<file path="src/rtl/cds_pkg.sv">
package cds_pkg;

  localparam logic [7:0] CMD_DDRAM    = 8'h80;
  localparam logic [7:0] CMD_DISP_OFF = 8'h08;
  localparam logic [7:0] CMD_DISP_ON  = 8'h0C;
  localparam int         N_SETUP      = 5;

  typedef enum logic [1:0] {SRC_SETUP, SRC_ADDR, SRC_TEXT, SRC_PWR} src_t;

  typedef enum logic [4:0] {
    S_IDLE, S_RST_NIB, S_RST_ACK, S_RST_WAIT, S_NEXT, S_FETCH, S_FETCH_W,
    S_LINE_END, S_HI, S_HI_ACK, S_GAP, S_LO_ACK, S_WAIT, S_PH_ACK, S_PL_ACK,
    S_READY
  } seq_state_t;

  // setup byte list, sent in this order after the switch to nibble mode
  function automatic logic [7:0] setup_byte(input logic [2:0] idx);
    case (idx)
      3'd0:    return 8'h28;
      3'd1:    return 8'h0C;
      3'd2:    return 8'h06;
      3'd3:    return 8'h01;
      default: return 8'h02;
    endcase
  endfunction

endpackage

</file>
<file path="src/rtl/cds_delay.sv">
module cds_delay #(
  parameter int W = 16
) (
  input  logic         clk,
  input  logic         rst,
  input  logic         load,
  input  logic [W-1:0] val,
  output logic         zero
);
  logic [W-1:0] cnt;

  always_ff @(posedge clk) begin
    if (rst)              cnt <= '0;
    else if (load)        cnt <= val;
    else if (cnt != '0)   cnt <= cnt - 1'b1;
  end

  assign zero = (cnt == '0);

  // a loaded count only ever falls by one per cycle
  p_count_down_r4: assert property (@(posedge clk) disable iff (rst)
    (!load && !zero) |=> (cnt == $past(cnt) - 1'b1));
endmodule

</file>
<file path="src/rtl/cds_nib_bus.sv">
module cds_nib_bus #(
  parameter int EN_CYC = 4,
  localparam int CW = $clog2(EN_CYC + 1)
) (
  input  logic       clk,
  input  logic       rst,
  input  logic       req,
  input  logic       rd,
  input  logic       rs,
  input  logic [3:0] wnib,
  output logic       ack,
  output logic [3:0] rnib,
  output logic       lcd_en,
  output logic       lcd_rs,
  output logic       lcd_rw,
  output logic [3:0] lcd_dout,
  input  logic [3:0] lcd_din
);
  typedef enum logic [1:0] {B_IDLE, B_SETUP, B_HIGH, B_HOLD} bus_state_t;
  bus_state_t bst;
  logic [CW-1:0] hcnt;

  always_ff @(posedge clk) begin
    if (rst) begin
      bst <= B_IDLE; hcnt <= '0; ack <= 1'b0; rnib <= '0;
      lcd_en <= 1'b0; lcd_rs <= 1'b0; lcd_rw <= 1'b0; lcd_dout <= '0;
    end else begin
      ack <= 1'b0;
      case (bst)
        B_IDLE: if (req) begin
          lcd_rs   <= rs;
          lcd_rw   <= rd;
          lcd_dout <= rd ? 4'h0 : wnib;
          bst      <= B_SETUP;
        end
        B_SETUP: begin
          lcd_en <= 1'b1;
          hcnt   <= CW'(EN_CYC - 1);
          bst    <= B_HIGH;
        end
        B_HIGH: begin
          if (hcnt == '0) begin
            lcd_en <= 1'b0;
            if (lcd_rw) rnib <= lcd_din;
            bst <= B_HOLD;
          end else begin
            hcnt <= hcnt - 1'b1;
          end
        end
        default: begin
          lcd_rw <= 1'b0;
          ack    <= 1'b1;
          bst    <= B_IDLE;
        end
      endcase
    end
  end

  // bus lines hold still for the whole strobe
  p_bus_stable_r12: assert property (@(posedge clk) disable iff (rst)
    (lcd_en && $past(lcd_en)) |-> ($stable(lcd_dout) && $stable(lcd_rs) && $stable(lcd_rw)));
  // an acknowledge only follows a finished strobe
  p_ack_after_strobe_r12: assert property (@(posedge clk) disable iff (rst)
    ack |-> !lcd_en);
endmodule

</file>
<file path="src/rtl/cds_textbuf.sv">
module cds_textbuf #(
  parameter int AW = 7,
  parameter int DW = 8,
  localparam int DEPTH = 1 << AW
) (
  input  logic          clk,
  input  logic          we,
  input  logic [AW-1:0] waddr,
  input  logic [DW-1:0] wdata,
  input  logic [AW-1:0] raddr,
  output logic [DW-1:0] rdata
);
  logic [DW-1:0] mem [DEPTH];

  always_ff @(posedge clk) begin
    if (we) mem[waddr] <= wdata;
    rdata <= mem[raddr];
  end
endmodule

</file>
<file path="src/rtl/chardisp_init_seq.sv">
module chardisp_init_seq
  import cds_pkg::*;
#(
  parameter int         CLK_HZ     = 50_000_000,
  parameter int         EN_CYC     = 4,
  parameter int         MAX_POLLS  = 50,
  parameter int         LINE_LEN   = 40,
  parameter logic [6:0] LINE1_BASE = 7'h28,
  localparam int COL_W  = $clog2(LINE_LEN),
  localparam int AW     = COL_W + 1
) (
  input  logic          clk,
  input  logic          rst,
  input  logic          start,
  input  logic          sleep_req,
  input  logic          wake_req,
  input  logic          txt_we,
  input  logic [AW-1:0] txt_addr,
  input  logic [7:0]    txt_wdata,
  output logic          lcd_en,
  output logic          lcd_rs,
  output logic          lcd_rw,
  output logic [3:0]    lcd_dout,
  input  logic [3:0]    lcd_din,
  output logic          done,
  output logic          error
);
  localparam int T_LONG  = (CLK_HZ / 200 > 0)    ? CLK_HZ / 200    : 1;
  localparam int T_SET   = (CLK_HZ / 10000 > 0)  ? CLK_HZ / 10000  : 1;
  localparam int T_GAP   = (CLK_HZ / 100000 > 0) ? CLK_HZ / 100000 : 1;
  localparam int TW      = $clog2(T_LONG + 1);
  localparam int PW      = $clog2(MAX_POLLS + 1);

  seq_state_t    state;
  src_t          src;
  logic [1:0]    rst_idx;
  logic [2:0]    set_idx;
  logic          line;
  logic [COL_W:0] col;
  logic [7:0]    cur_byte;
  logic          cur_rs;
  logic [PW-1:0] poll_cnt;
  logic          stat_busy;

  logic          nb_req, nb_rd, nb_rs, nb_ack;
  logic [3:0]    nb_wnib, nb_rnib;
  logic          tmr_load, tmr_zero, tmr_free;
  logic [TW-1:0] tmr_val;
  logic [7:0]    rd_byte;
  logic          unused_stat_low;

  assign tmr_free        = tmr_zero && !tmr_load;
  assign unused_stat_low = ^nb_rnib[2:0];

  cds_delay #(.W(TW)) u_delay (
    .clk(clk), .rst(rst), .load(tmr_load), .val(tmr_val), .zero(tmr_zero)
  );

  cds_nib_bus #(.EN_CYC(EN_CYC)) u_bus (
    .clk(clk), .rst(rst), .req(nb_req), .rd(nb_rd), .rs(nb_rs), .wnib(nb_wnib),
    .ack(nb_ack), .rnib(nb_rnib), .lcd_en(lcd_en), .lcd_rs(lcd_rs),
    .lcd_rw(lcd_rw), .lcd_dout(lcd_dout), .lcd_din(lcd_din)
  );

  cds_textbuf #(.AW(AW), .DW(8)) u_text (
    .clk(clk), .we(txt_we), .waddr(txt_addr), .wdata(txt_wdata),
    .raddr({line, col[COL_W-1:0]}), .rdata(rd_byte)
  );

  always_ff @(posedge clk) begin
    if (rst) begin
      state <= S_IDLE; src <= SRC_SETUP; rst_idx <= '0; set_idx <= '0;
      line <= 1'b0; col <= '0; cur_byte <= '0; cur_rs <= 1'b0;
      poll_cnt <= '0; stat_busy <= 1'b0;
      nb_req <= 1'b0; nb_rd <= 1'b0; nb_rs <= 1'b0; nb_wnib <= '0;
      tmr_load <= 1'b0; tmr_val <= '0; done <= 1'b0; error <= 1'b0;
    end else begin
      nb_req   <= 1'b0;
      tmr_load <= 1'b0;
      done     <= 1'b0;
      case (state)
        S_IDLE, S_READY: begin
          if (start) begin
            error   <= 1'b0;
            rst_idx <= '0;
            state   <= S_RST_NIB;
          end else if (state == S_READY && (sleep_req || wake_req)) begin
            cur_byte <= sleep_req ? CMD_DISP_OFF : CMD_DISP_ON;
            cur_rs   <= 1'b0;
            src      <= SRC_PWR;
            state    <= S_HI;
          end
        end
        // blind power-up train: no status reads here
        S_RST_NIB: begin
          nb_req  <= 1'b1; nb_rd <= 1'b0; nb_rs <= 1'b0;
          nb_wnib <= (rst_idx == 2'd3) ? 4'h2 : 4'h3;
          state   <= S_RST_ACK;
        end
        S_RST_ACK: if (nb_ack) begin
          tmr_load <= 1'b1;
          tmr_val  <= (rst_idx == 2'd0) ? TW'(T_LONG) : TW'(T_SET);
          state    <= S_RST_WAIT;
        end
        S_RST_WAIT: if (tmr_free) begin
          if (rst_idx == 2'd3) begin
            set_idx  <= '0;
            cur_byte <= setup_byte(3'd0);
            cur_rs   <= 1'b0;
            src      <= SRC_SETUP;
            state    <= S_HI;
          end else begin
            rst_idx <= rst_idx + 1'b1;
            state   <= S_RST_NIB;
          end
        end
        // pick the byte that follows a completed one
        S_NEXT: begin
          case (src)
            SRC_SETUP: begin
              if (set_idx == 3'(N_SETUP - 1)) begin
                line     <= 1'b0;
                cur_byte <= CMD_DDRAM;
                src      <= SRC_ADDR;
              end else begin
                set_idx  <= set_idx + 1'b1;
                cur_byte <= setup_byte(set_idx + 1'b1);
              end
              cur_rs <= 1'b0;
              state  <= S_HI;
            end
            SRC_ADDR: begin col <= '0;        state <= S_FETCH; end
            SRC_TEXT: begin col <= col + 1'b1; state <= S_FETCH; end
            default:  begin done <= 1'b1;     state <= S_READY; end
          endcase
        end
        S_FETCH: state <= (col == (COL_W+1)'(LINE_LEN)) ? S_LINE_END : S_FETCH_W;
        S_FETCH_W: begin
          if (rd_byte == 8'h00) begin
            state <= S_LINE_END;
          end else begin
            cur_byte <= rd_byte;
            cur_rs   <= 1'b1;
            src      <= SRC_TEXT;
            state    <= S_HI;
          end
        end
        S_LINE_END: begin
          if (!line) begin
            line     <= 1'b1;
            cur_byte <= CMD_DDRAM | {1'b0, LINE1_BASE};
            cur_rs   <= 1'b0;
            src      <= SRC_ADDR;
            state    <= S_HI;
          end else begin
            done  <= 1'b1;
            state <= S_READY;
          end
        end
        // byte transfer: upper half, gap, lower half
        S_HI: begin
          nb_req <= 1'b1; nb_rd <= 1'b0; nb_rs <= cur_rs;
          nb_wnib <= cur_byte[7:4];
          state <= S_HI_ACK;
        end
        S_HI_ACK: if (nb_ack) begin
          tmr_load <= 1'b1; tmr_val <= TW'(T_GAP); state <= S_GAP;
        end
        S_GAP: if (tmr_free) begin
          nb_req <= 1'b1; nb_rd <= 1'b0; nb_rs <= cur_rs;
          nb_wnib <= cur_byte[3:0];
          state <= S_LO_ACK;
        end
        S_LO_ACK: if (nb_ack) begin
          tmr_load <= 1'b1; tmr_val <= TW'(T_SET);
          poll_cnt <= '0;
          state    <= S_WAIT;
        end
        // bounded status poll, two reads per poll
        S_WAIT: if (tmr_free) begin
          nb_req <= 1'b1; nb_rd <= 1'b1; nb_rs <= 1'b0;
          state  <= S_PH_ACK;
        end
        S_PH_ACK: if (nb_ack) begin
          stat_busy <= nb_rnib[3];
          nb_req <= 1'b1; nb_rd <= 1'b1; nb_rs <= 1'b0;
          state  <= S_PL_ACK;
        end
        S_PL_ACK: if (nb_ack) begin
          if (!stat_busy) begin
            state <= S_NEXT;
          end else if (poll_cnt == PW'(MAX_POLLS - 1)) begin
            error <= 1'b1;
            state <= S_IDLE;
          end else begin
            poll_cnt <= poll_cnt + 1'b1;
            nb_req <= 1'b1; nb_rd <= 1'b1; nb_rs <= 1'b0;
            state  <= S_PH_ACK;
          end
        end
        default: state <= S_IDLE;
      endcase
    end
  end

  // no read strobe during the blind power-up train
  p_no_read_in_train_r2: assert property (@(posedge clk) disable iff (rst)
    (state inside {S_RST_NIB, S_RST_ACK, S_RST_WAIT}) |-> !lcd_rw);
  // settle wait runs out before the first status read
  p_settle_before_poll_r5: assert property (@(posedge clk) disable iff (rst)
    (state == S_PH_ACK && $past(state) == S_WAIT) |-> $past(tmr_zero));
  // error only rises at the end of a status poll
  p_error_from_poll_r7: assert property (@(posedge clk) disable iff (rst)
    $rose(error) |-> $past(state) == S_PL_ACK);
  // done never coincides with error
  p_done_not_error_r7: assert property (@(posedge clk) disable iff (rst)
    done |-> !error);
  // done is a single-cycle pulse
  p_done_pulse_r10: assert property (@(posedge clk) disable iff (rst)
    done |=> !done);
endmodule

</file>
<file path="config.mk">
export PLATFORM = sky130hd
export DESIGN_NAME = chardisp_init_seq
export DESIGN_NICKNAME = d
export VERILOG_FILES = /design/src/rtl/cds_pkg.sv /design/src/rtl/cds_delay.sv /design/src/rtl/cds_nib_bus.sv /design/src/rtl/cds_textbuf.sv /design/src/rtl/chardisp_init_seq.sv
export SDC_FILE = /design/constraint.sdc
export NUM_CORES = 1
export LEC_CHECK = 0
export BUFFER_PORTS_ARGS = -buffer_cell sky130_fd_sc_hd__buf_2
export CELL_PAD_IN_SITES_DETAIL_PLACEMENT = 1
export CELL_PAD_IN_SITES_GLOBAL_PLACEMENT = 1
export CORE_MARGIN = 3
export CORE_UTILIZATION = 45
export CTS_BUF_LIST = sky130_fd_sc_hd__clkbuf_4 sky130_fd_sc_hd__clkbuf_8
export CTS_CLUSTER_DIAMETER = 120
export DETAILED_ROUTE_END_ITERATION = 16
export GPL_TIMING_DRIVEN = 1
export PLACE_DENSITY = 0.78
export SKIP_LAST_GASP = 1
export SYNTH_ARGS = -nofsm -noshare
export SYNTH_HDL_FRONTEND = slang
export SYNTH_SLANG_ARGS = --single-unit
</file>
<file path="constraint.sdc">
create_clock -name clk -period 2.2 [get_ports clk]
set_input_delay 0.44 -clock clk [delete_from_list [all_inputs] [get_ports clk]]
set_output_delay 0.44 -clock clk [all_outputs]
set_load 0.01 [all_outputs]
</file>
# ---- Yosys cells after proc, flatten, opt, wreduce, memory -nomap -nowiden
# Memories as Yosys holds them, arrays and structs flattened. A register that Yosys moved wholly into a read port is not among the register bits.
# Index checks and enable logic that the tools add are counted.
dict set report totals {
  output_inout_bits 9
  n_memories 1
  reg_bits 99
  elab_cells 256
  latch_bits 0
  mem_bits_ro 0
  in_bits 25
  ramBits 1024
}
dict set report op_classes {
  magnitude_cmp 0
  n_mul 0
  eq_ne 51
  muxes 114
  bitwise 2
  div 0
  n_reduce_logical 55
  n_shift 0
  n_addsub 6
}
# name words word_bits read_ports rd_ports_with_merged_regs wr line
set memory_table {}
lappend memory_table {u_text.mem 128 8 1 1 1 cds_textbuf.sv:13} ;# logic [DW-1:0] mem [DEPTH];
# op n
set ops {}
lappend ops {{$mux 18} 6}
lappend ops {{$pmux 5 s15} 1}
lappend ops {{$mux 8} 8}
lappend ops {{$pmux 18 s3} 1}
lappend ops {{$mux 5} 10}
lappend ops {{$eq 5x4->1 const B} 8}
lappend ops {{$pmux 8 s5} 1}
lappend ops {{$mux 1} 38}
lappend ops {{$ne 2x2->1 const B} 18}
lappend ops {{$mux 2} 13}
lappend ops {{$mux 4} 6}
lappend ops {{$mux 6} 4}
lappend ops {{$pmux 6 s4} 1}
lappend ops {{$mux 3} 7}
lappend ops {{$eq 5x3->1 const B} 4}
lappend ops {{$logic_not 18->1} 1}
lappend ops {{$reduce_and 9->1} 2}
lappend ops {{$reduce_bool 18->1} 1}
lappend ops {{$sub 18x1->18 const B} 1}
lappend ops {{$reduce_and 2->1} 8}
lappend ops {{$reduce_bool 2->1} 8}
lappend ops {{$reduce_and 5->1} 3}
lappend ops {{$pmux 7 s2} 1}
lappend ops {{$reduce_and 7->1} 2}
lappend ops {{43 further kinds} 75}

# ---- Logic depth before layout (Yosys ltp)
dict set report depth {
  ltp_word 6
  depth_mapped 11
  depth_no_buf 8
}

# ---- Cells and area by module
# Synthesis repeated with hierarchy kept, for this count alone.
dict set report unflattened {
  hier_cells 2211
  area_unflattened_um2 44567.7
}
# module seq_area_each_um2 area_per_inst_um2 cells_per_inst instances
set by_module_without_submodules {}
lappend by_module_without_submodules {cds_textbuf 30909.6 39650.5 1632 1}
lappend by_module_without_submodules {chardisp_init_seq 1041.0 3105.5 385 1}
lappend by_module_without_submodules {cds_delay 360.3 1023.5 114 1}
lappend by_module_without_submodules {cds_nib_bus 340.3 788.3 80 1}

# ---- Least setup slack after synthesis
# OpenSTA, ideal clock, no wires.
dict set report synth_timing {
  kind {flip-flop to flip-flop}
  startpoint {reg col[0]}
  endpoint {reg u_text.rdata[2], read port of u_text.mem}
  path_slack_ps -188
  path_stages_with_launch 10
  n_path_buf 4
  setup_ps 122
  t_arrival_ps 2266
  t_required_ps 2078
  period_less_slack_ps 2388
  path_cell_list {dfxtp_1 > buf_4 > buf_4 > buf_2 > buf_2 > mux2i_1 > o22ai_1 > a2111oi_0 > a211oi_1 > o32a_1}
}
# item line
set synth_rtl {}
lappend synth_rtl {{from (decl)} chardisp_init_seq.sv:39} ;# logic [COL_W:0] col;
lappend synth_rtl {{from (signal assigned)} chardisp_init_seq.sv:73} ;# line <= 1'b0; col <= '0; cur_byte <= '0; cur_rs <= 1'b0;
lappend synth_rtl {{from (signal assigned)} chardisp_init_seq.sv:132} ;# SRC_ADDR: begin col <= '0; state <= S_FETCH; end
lappend synth_rtl {{from (signal assigned)} chardisp_init_seq.sv:133} ;# SRC_TEXT: begin col <= col + 1'b1; state <= S_FETCH; end
lappend synth_rtl {{to (decl)} cds_textbuf.sv:11} ;# output logic [DW-1:0] rdata

==> Flow_metrics.wiki <==
{| class="wikitable"
! Metric !! Value
|-
| CP required || just over 3 ns
|-
| Min Clock Period, post-route || 2.688 ns
|-
| Clock tree from TritonCTS || yes
|-
| Distinct cell type count of the synthesized netlist || 72
|-
| Total setup violations reported at the end of the flow || 11
|-
| Layout overhead on the synthesized area || 24.25%
|-
| Amount of wire on met3 after detailed routing || approximately 18000 um
|-
| Worst setup slack after placement || -0.8134 ns
|-
| Total clock buffers created by CTS || around 170
|-
| Routed wire per std cell || ~35 um
|-
| Top library cells by usage in the layout, fill and taps aside || sky130_fd_sc_hd__edfxtp_1, sky130_fd_sc_hd__buf_4, sky130_fd_sc_hd__nor2_1
|-
| Violated checks || negative setup slack
|-
| Origin of the critical flop-to-flop path || col[0]
|-
| Layout cell share with drive strength beyond 1 || between 30% and 40%
|-
| First-iteration detailed-routing DRC count || 4329
|-
| Peak supply drop || ~600 uV
|-
| Met2 Routed Length || around 77000 um
|-
| Internal power || ~35 mW
|-
| Number of instances in the synthesized netlist || 2558
|-
| Setup_tns || -3.352 ns
|-
| GRT Overall Usage || 30.76%
|-
| Total power after layout || approximately 48 mW
|-
| Final net count || about 3200
|-
| Global placer's final weighted congestion || slightly below 0.9
|-
| Reg2reg end || u_text.rdata[1]
|-
| WHS || between 0.09 and 0.1 ns
|-
| Final core utilization || ~57%
|-
| # IOs || 34
|-
| Overflow after GRT || 0
|-
| I/O Buffers || 30
|-
| CP Capture Type || register
|-
| Clock latency of the later-clocked register in the worst-skew pair || ~0.9 ns
|-
| Clk sink count || 1116
|-
| Switching power share of the total || ~27%
|-
| Seq/Total Area, Yosys || ~73%
|-
| Worst stage delay on the critical path || approximately 0.50 ns
|-
| Area of all placed cells without fillers || between 50000 and 60000 um^2
|-
| Initial cell density of the core || between 40% and 50%
|-
| Critical Path AT || between 3 and 4 ns
|-
| Vias in the first global route || roughly 31000
|-
| PD cells || ~860 nW/um^2
|-
| Post-placement cell count || approximately 4200
|-
| Count of final hold-check violations || 0
|-
| Combinational Power Share || between 10% and 20%
|-
| Largest net degree at the start of global routing || 129
|-
| Critical Path, Cell by Cell || buf_12, buf_4, nor2b_4, buf_6, nand2_1, buf_4, o221ai_4, buf_6, a211oi_4, a211oi_4, buf_6, o32a_1
|-
| Slew at the pin closest to its max-slew limit || 0.7705 ns
|-
| Yosys warnings || 0
|-
| Mapped Nets || 2607
|-
| Overall via count from detail_route || about 30000
|-
| Sw power || approximately 13 mW
|-
| Max cap viols || 0
|-
| Number of flip-flops and latches in the synthesized netlist || about 1100
|-
| Register area || between 30000 and 40000 um^2
|-
| Critical path type || register to register
|-
| Setup slack of the worst register-to-register path || -0.49 ns
|-
| Normalized max-slew margin || 48.63%
|-
| Area post-placement || 49740 um^2
|-
| Max layer used || met5
|-
| Post-DP HPWL || between 80000 and 90000 um
|-
| Number of rows created at floorplan || about 110
|-
| Per-instance average area after synthesis || between 15 and 20 um^2
|-
| RSZ-0062 raised after global routing || yes
|-
| Worst Hold End || u_text.mem[78][2]
|-
| Non-filler instance count after layout || roughly 4600
|-
| Global-route wire length before repair || 227600 um
|-
| Clock-pin transition on the worst setup and hold timing paths || ~0.07 ns
|-
| Worst hold-check path type || input port to register
|-
| Ys async rst share || 0%
|-
| H-tree Lvls || 4
|-
| Routed Wire Length || 162000 um
|-
| Leakage power summed over all cells || between 15 and 20 nW
|-
| Top fanout value on the critical path || 6
|-
| Area of the mapped netlist || ~45000 um^2
|-
| Power share of the clock group || 38.9%
|-
| R2R depth || 12
|-
| Worst path slowest cell || sky130_fd_sc_hd__dfxtp_4
|-
| Maximum clock path buffer count || 3
|-
| Number of remaining DRC errors || 0
|-
| Seq pwr share || 50.1%
|-
| Detailed Routing Iterations Pass 1 || 5
|-
| Most common cell type on the critical path || sky130_fd_sc_hd__buf_6
|-
| Post-DRT Antenna Nets || 0
|-
| Antenna violations before repair || 8
|-
| Area of the die || around 100000 um^2
|-
| Met1 wire length || roughly 55000 um
|-
| Final Max Tran Viols || 0
|-
| Highest achievable clock rate || approximately 370 MHz
|-
| Startpoint class of the critical path || register
|-
| Worst hold path depth || 1
|-
| Layout Skew || 0.06449 ns
|-
| Number of flops mapped to enable cells by yosys || ~1000
|-
| Area occupied by multi-input gates || 12210 um^2
|-
| Most common cell after layout, fill and taps aside || sky130_fd_sc_hd__edfxtp_1
|-
| Y dimension of the die || about 320 um
|-
| Clock tree root driver cell || sky130_fd_sc_hd__clkbuf_8
|-
| Vias per cell || 6.501
|-
| Startpoint of the tightest hold check path || txt_wdata[2]
|-
| Final-layout fill cell count || slightly below 9000
|-
| Dominant register cell in the synthesized netlist || sky130_fd_sc_hd__edfxtp_1
|-
| Setup WS post-layout || -0.4876 ns
|-
| Final cycle utilization of the critical path || 122.2%
|-
| Horiz. Die Dim || 320.7 um
|-
| Run status || finished with violations
|-
| Core region area || around 97000 um^2
|}
==> cells in the mapped netlist (all sizes together) (4+ instances only) <==
master   count  area [um^2]
edfxtp    1024        30750
nor2       242        908.4
mux4       189         4257
mux2i      165         1652
nand2      119        446.7
dfxtp       92         1842
a21oi       86        430.4
buf         76        401.6
clkbuf      66        247.7
o21ai       37        185.2
nor3        36        180.2
a211oi      35        290.3
nand3       34        175.2
o22ai       34        212.7
a22oi       29        217.7
ha          24        300.3
inv         22        82.58
nor2b       18        112.6
xor2        17        148.9
o221ai      16        140.1
a221oi      14        128.9
nand2b      13        81.33
mux2        12        135.1
nor4        11        90.08
a22o         9        78.83
a311oi       8        70.07
and2         8        50.05
nand4        8        50.05
nor3b        8        60.06
o211ai       8        60.06
o31ai        8        60.06
xnor2        8        70.07
a31oi        7        43.79
o32a         7        70.07
a2111oi      6        52.55
or2          6        37.54
or3          6        42.54
and3         5        31.28
nand4b       4        35.03
o41ai        4        35.03
==> power by group through the flow <==
stage	Clock [mW]	Sequential [mW]	Combinational, mW
2_1_floorplan	0	24.2	2.64
3_3_place_gp	0	24.3	4.25
3_5_place_dp	0	24.3	4.55
4_1_cts	18.2	23.9	4.87
5_1_grt	19.6	24.0	5.62
6_report	18.6	23.9	5.22
==> layer usage <==
metal | GRT usage, % | vias up
met3 | 8.455 | 698
met4 | 19.60 | 2
met1 | 37.03 | 15230
met2 | 49.23 | 2503
li1 | - | 11470
met5 | 0 | -
==> flip-flops by register name (all words and copies together), names as in the netlist, 2 cells and up <==
| signal | flops |
|---|---|
| col | 7 |
| cur_byte | 8 |
| nb_wnib | 4 |
| poll_cnt | 6 |
| rst_idx | 2 |
| set_idx | 3 |
| src | 2 |
| state | 4 |
| tmr_val | 7 |
| u_bus.bst | 2 |
| u_bus.hcnt | 3 |
| u_bus.lcd_dout | 4 |
| u_delay.cnt | 18 |
| u_text.mem | 1024 |
| u_text.rdata | 8 |
==> cell type report <==
class	count	area share (%)
Tap cell	1276	2.883
Timing Repair Buffer	581	9.640
Clock buffer	236	5.278
Sequential cell	1116	58.90
Inverter	24	0.1694
Multi-Input combinational cell	1276	22.05
Clock inverter	83	1.051
Antenna cell	7	0.03163
==> repair_timing <==
action	in CTS	in global routing
setup endpoints to repair	26	38
resized for setup	171	103
hold buffers	8	0
endpoints found under the hold margin	75	0
pin swaps	32	47
cloned	7	3
buffers inserted	45	19
==> critical path, delay by kind of cell (launching register included) <==
family / cells / cell delay [ns]
AO/OA/AOI/OAI: 4 / 0.85
buffers and inverters: 6 / 0.99
flip-flops: 1 / 0.50
AND/OR/NAND/NOR: 2 / 0.24
==> cell families after synthesis <==
kind of cell,share of synthesized area [%]
xor+xnor,0.4912
compound gates,5.047
flops,73.12
buf+inv,1.659
mux,13.56
simple gates,5.429
fa+ha+maj,0.6962
==> worst max-delay path by stage <==
| stage | from | endpoint | slack [ns] | cells after the start |
|---|---|---|---|---|
| finish | col[0] | u_text.rdata[1] | -0.49 | 12 |
| global route | col[0] | u_text.rdata[1] | -0.48 | 7 |
| CTS | col[0] | u_text.rdata[3] | -0.29 | 8 |
| detailed placement | col[0] | u_text.rdata[4] | -0.81 | 8 |
| global placement | col[0] | u_text.rdata[4] | -0.73 | 8 |
| floorplan | col[0] | u_text.rdata[3] | -0.0009 | 9 |
(Power assumes the default switching activity.)
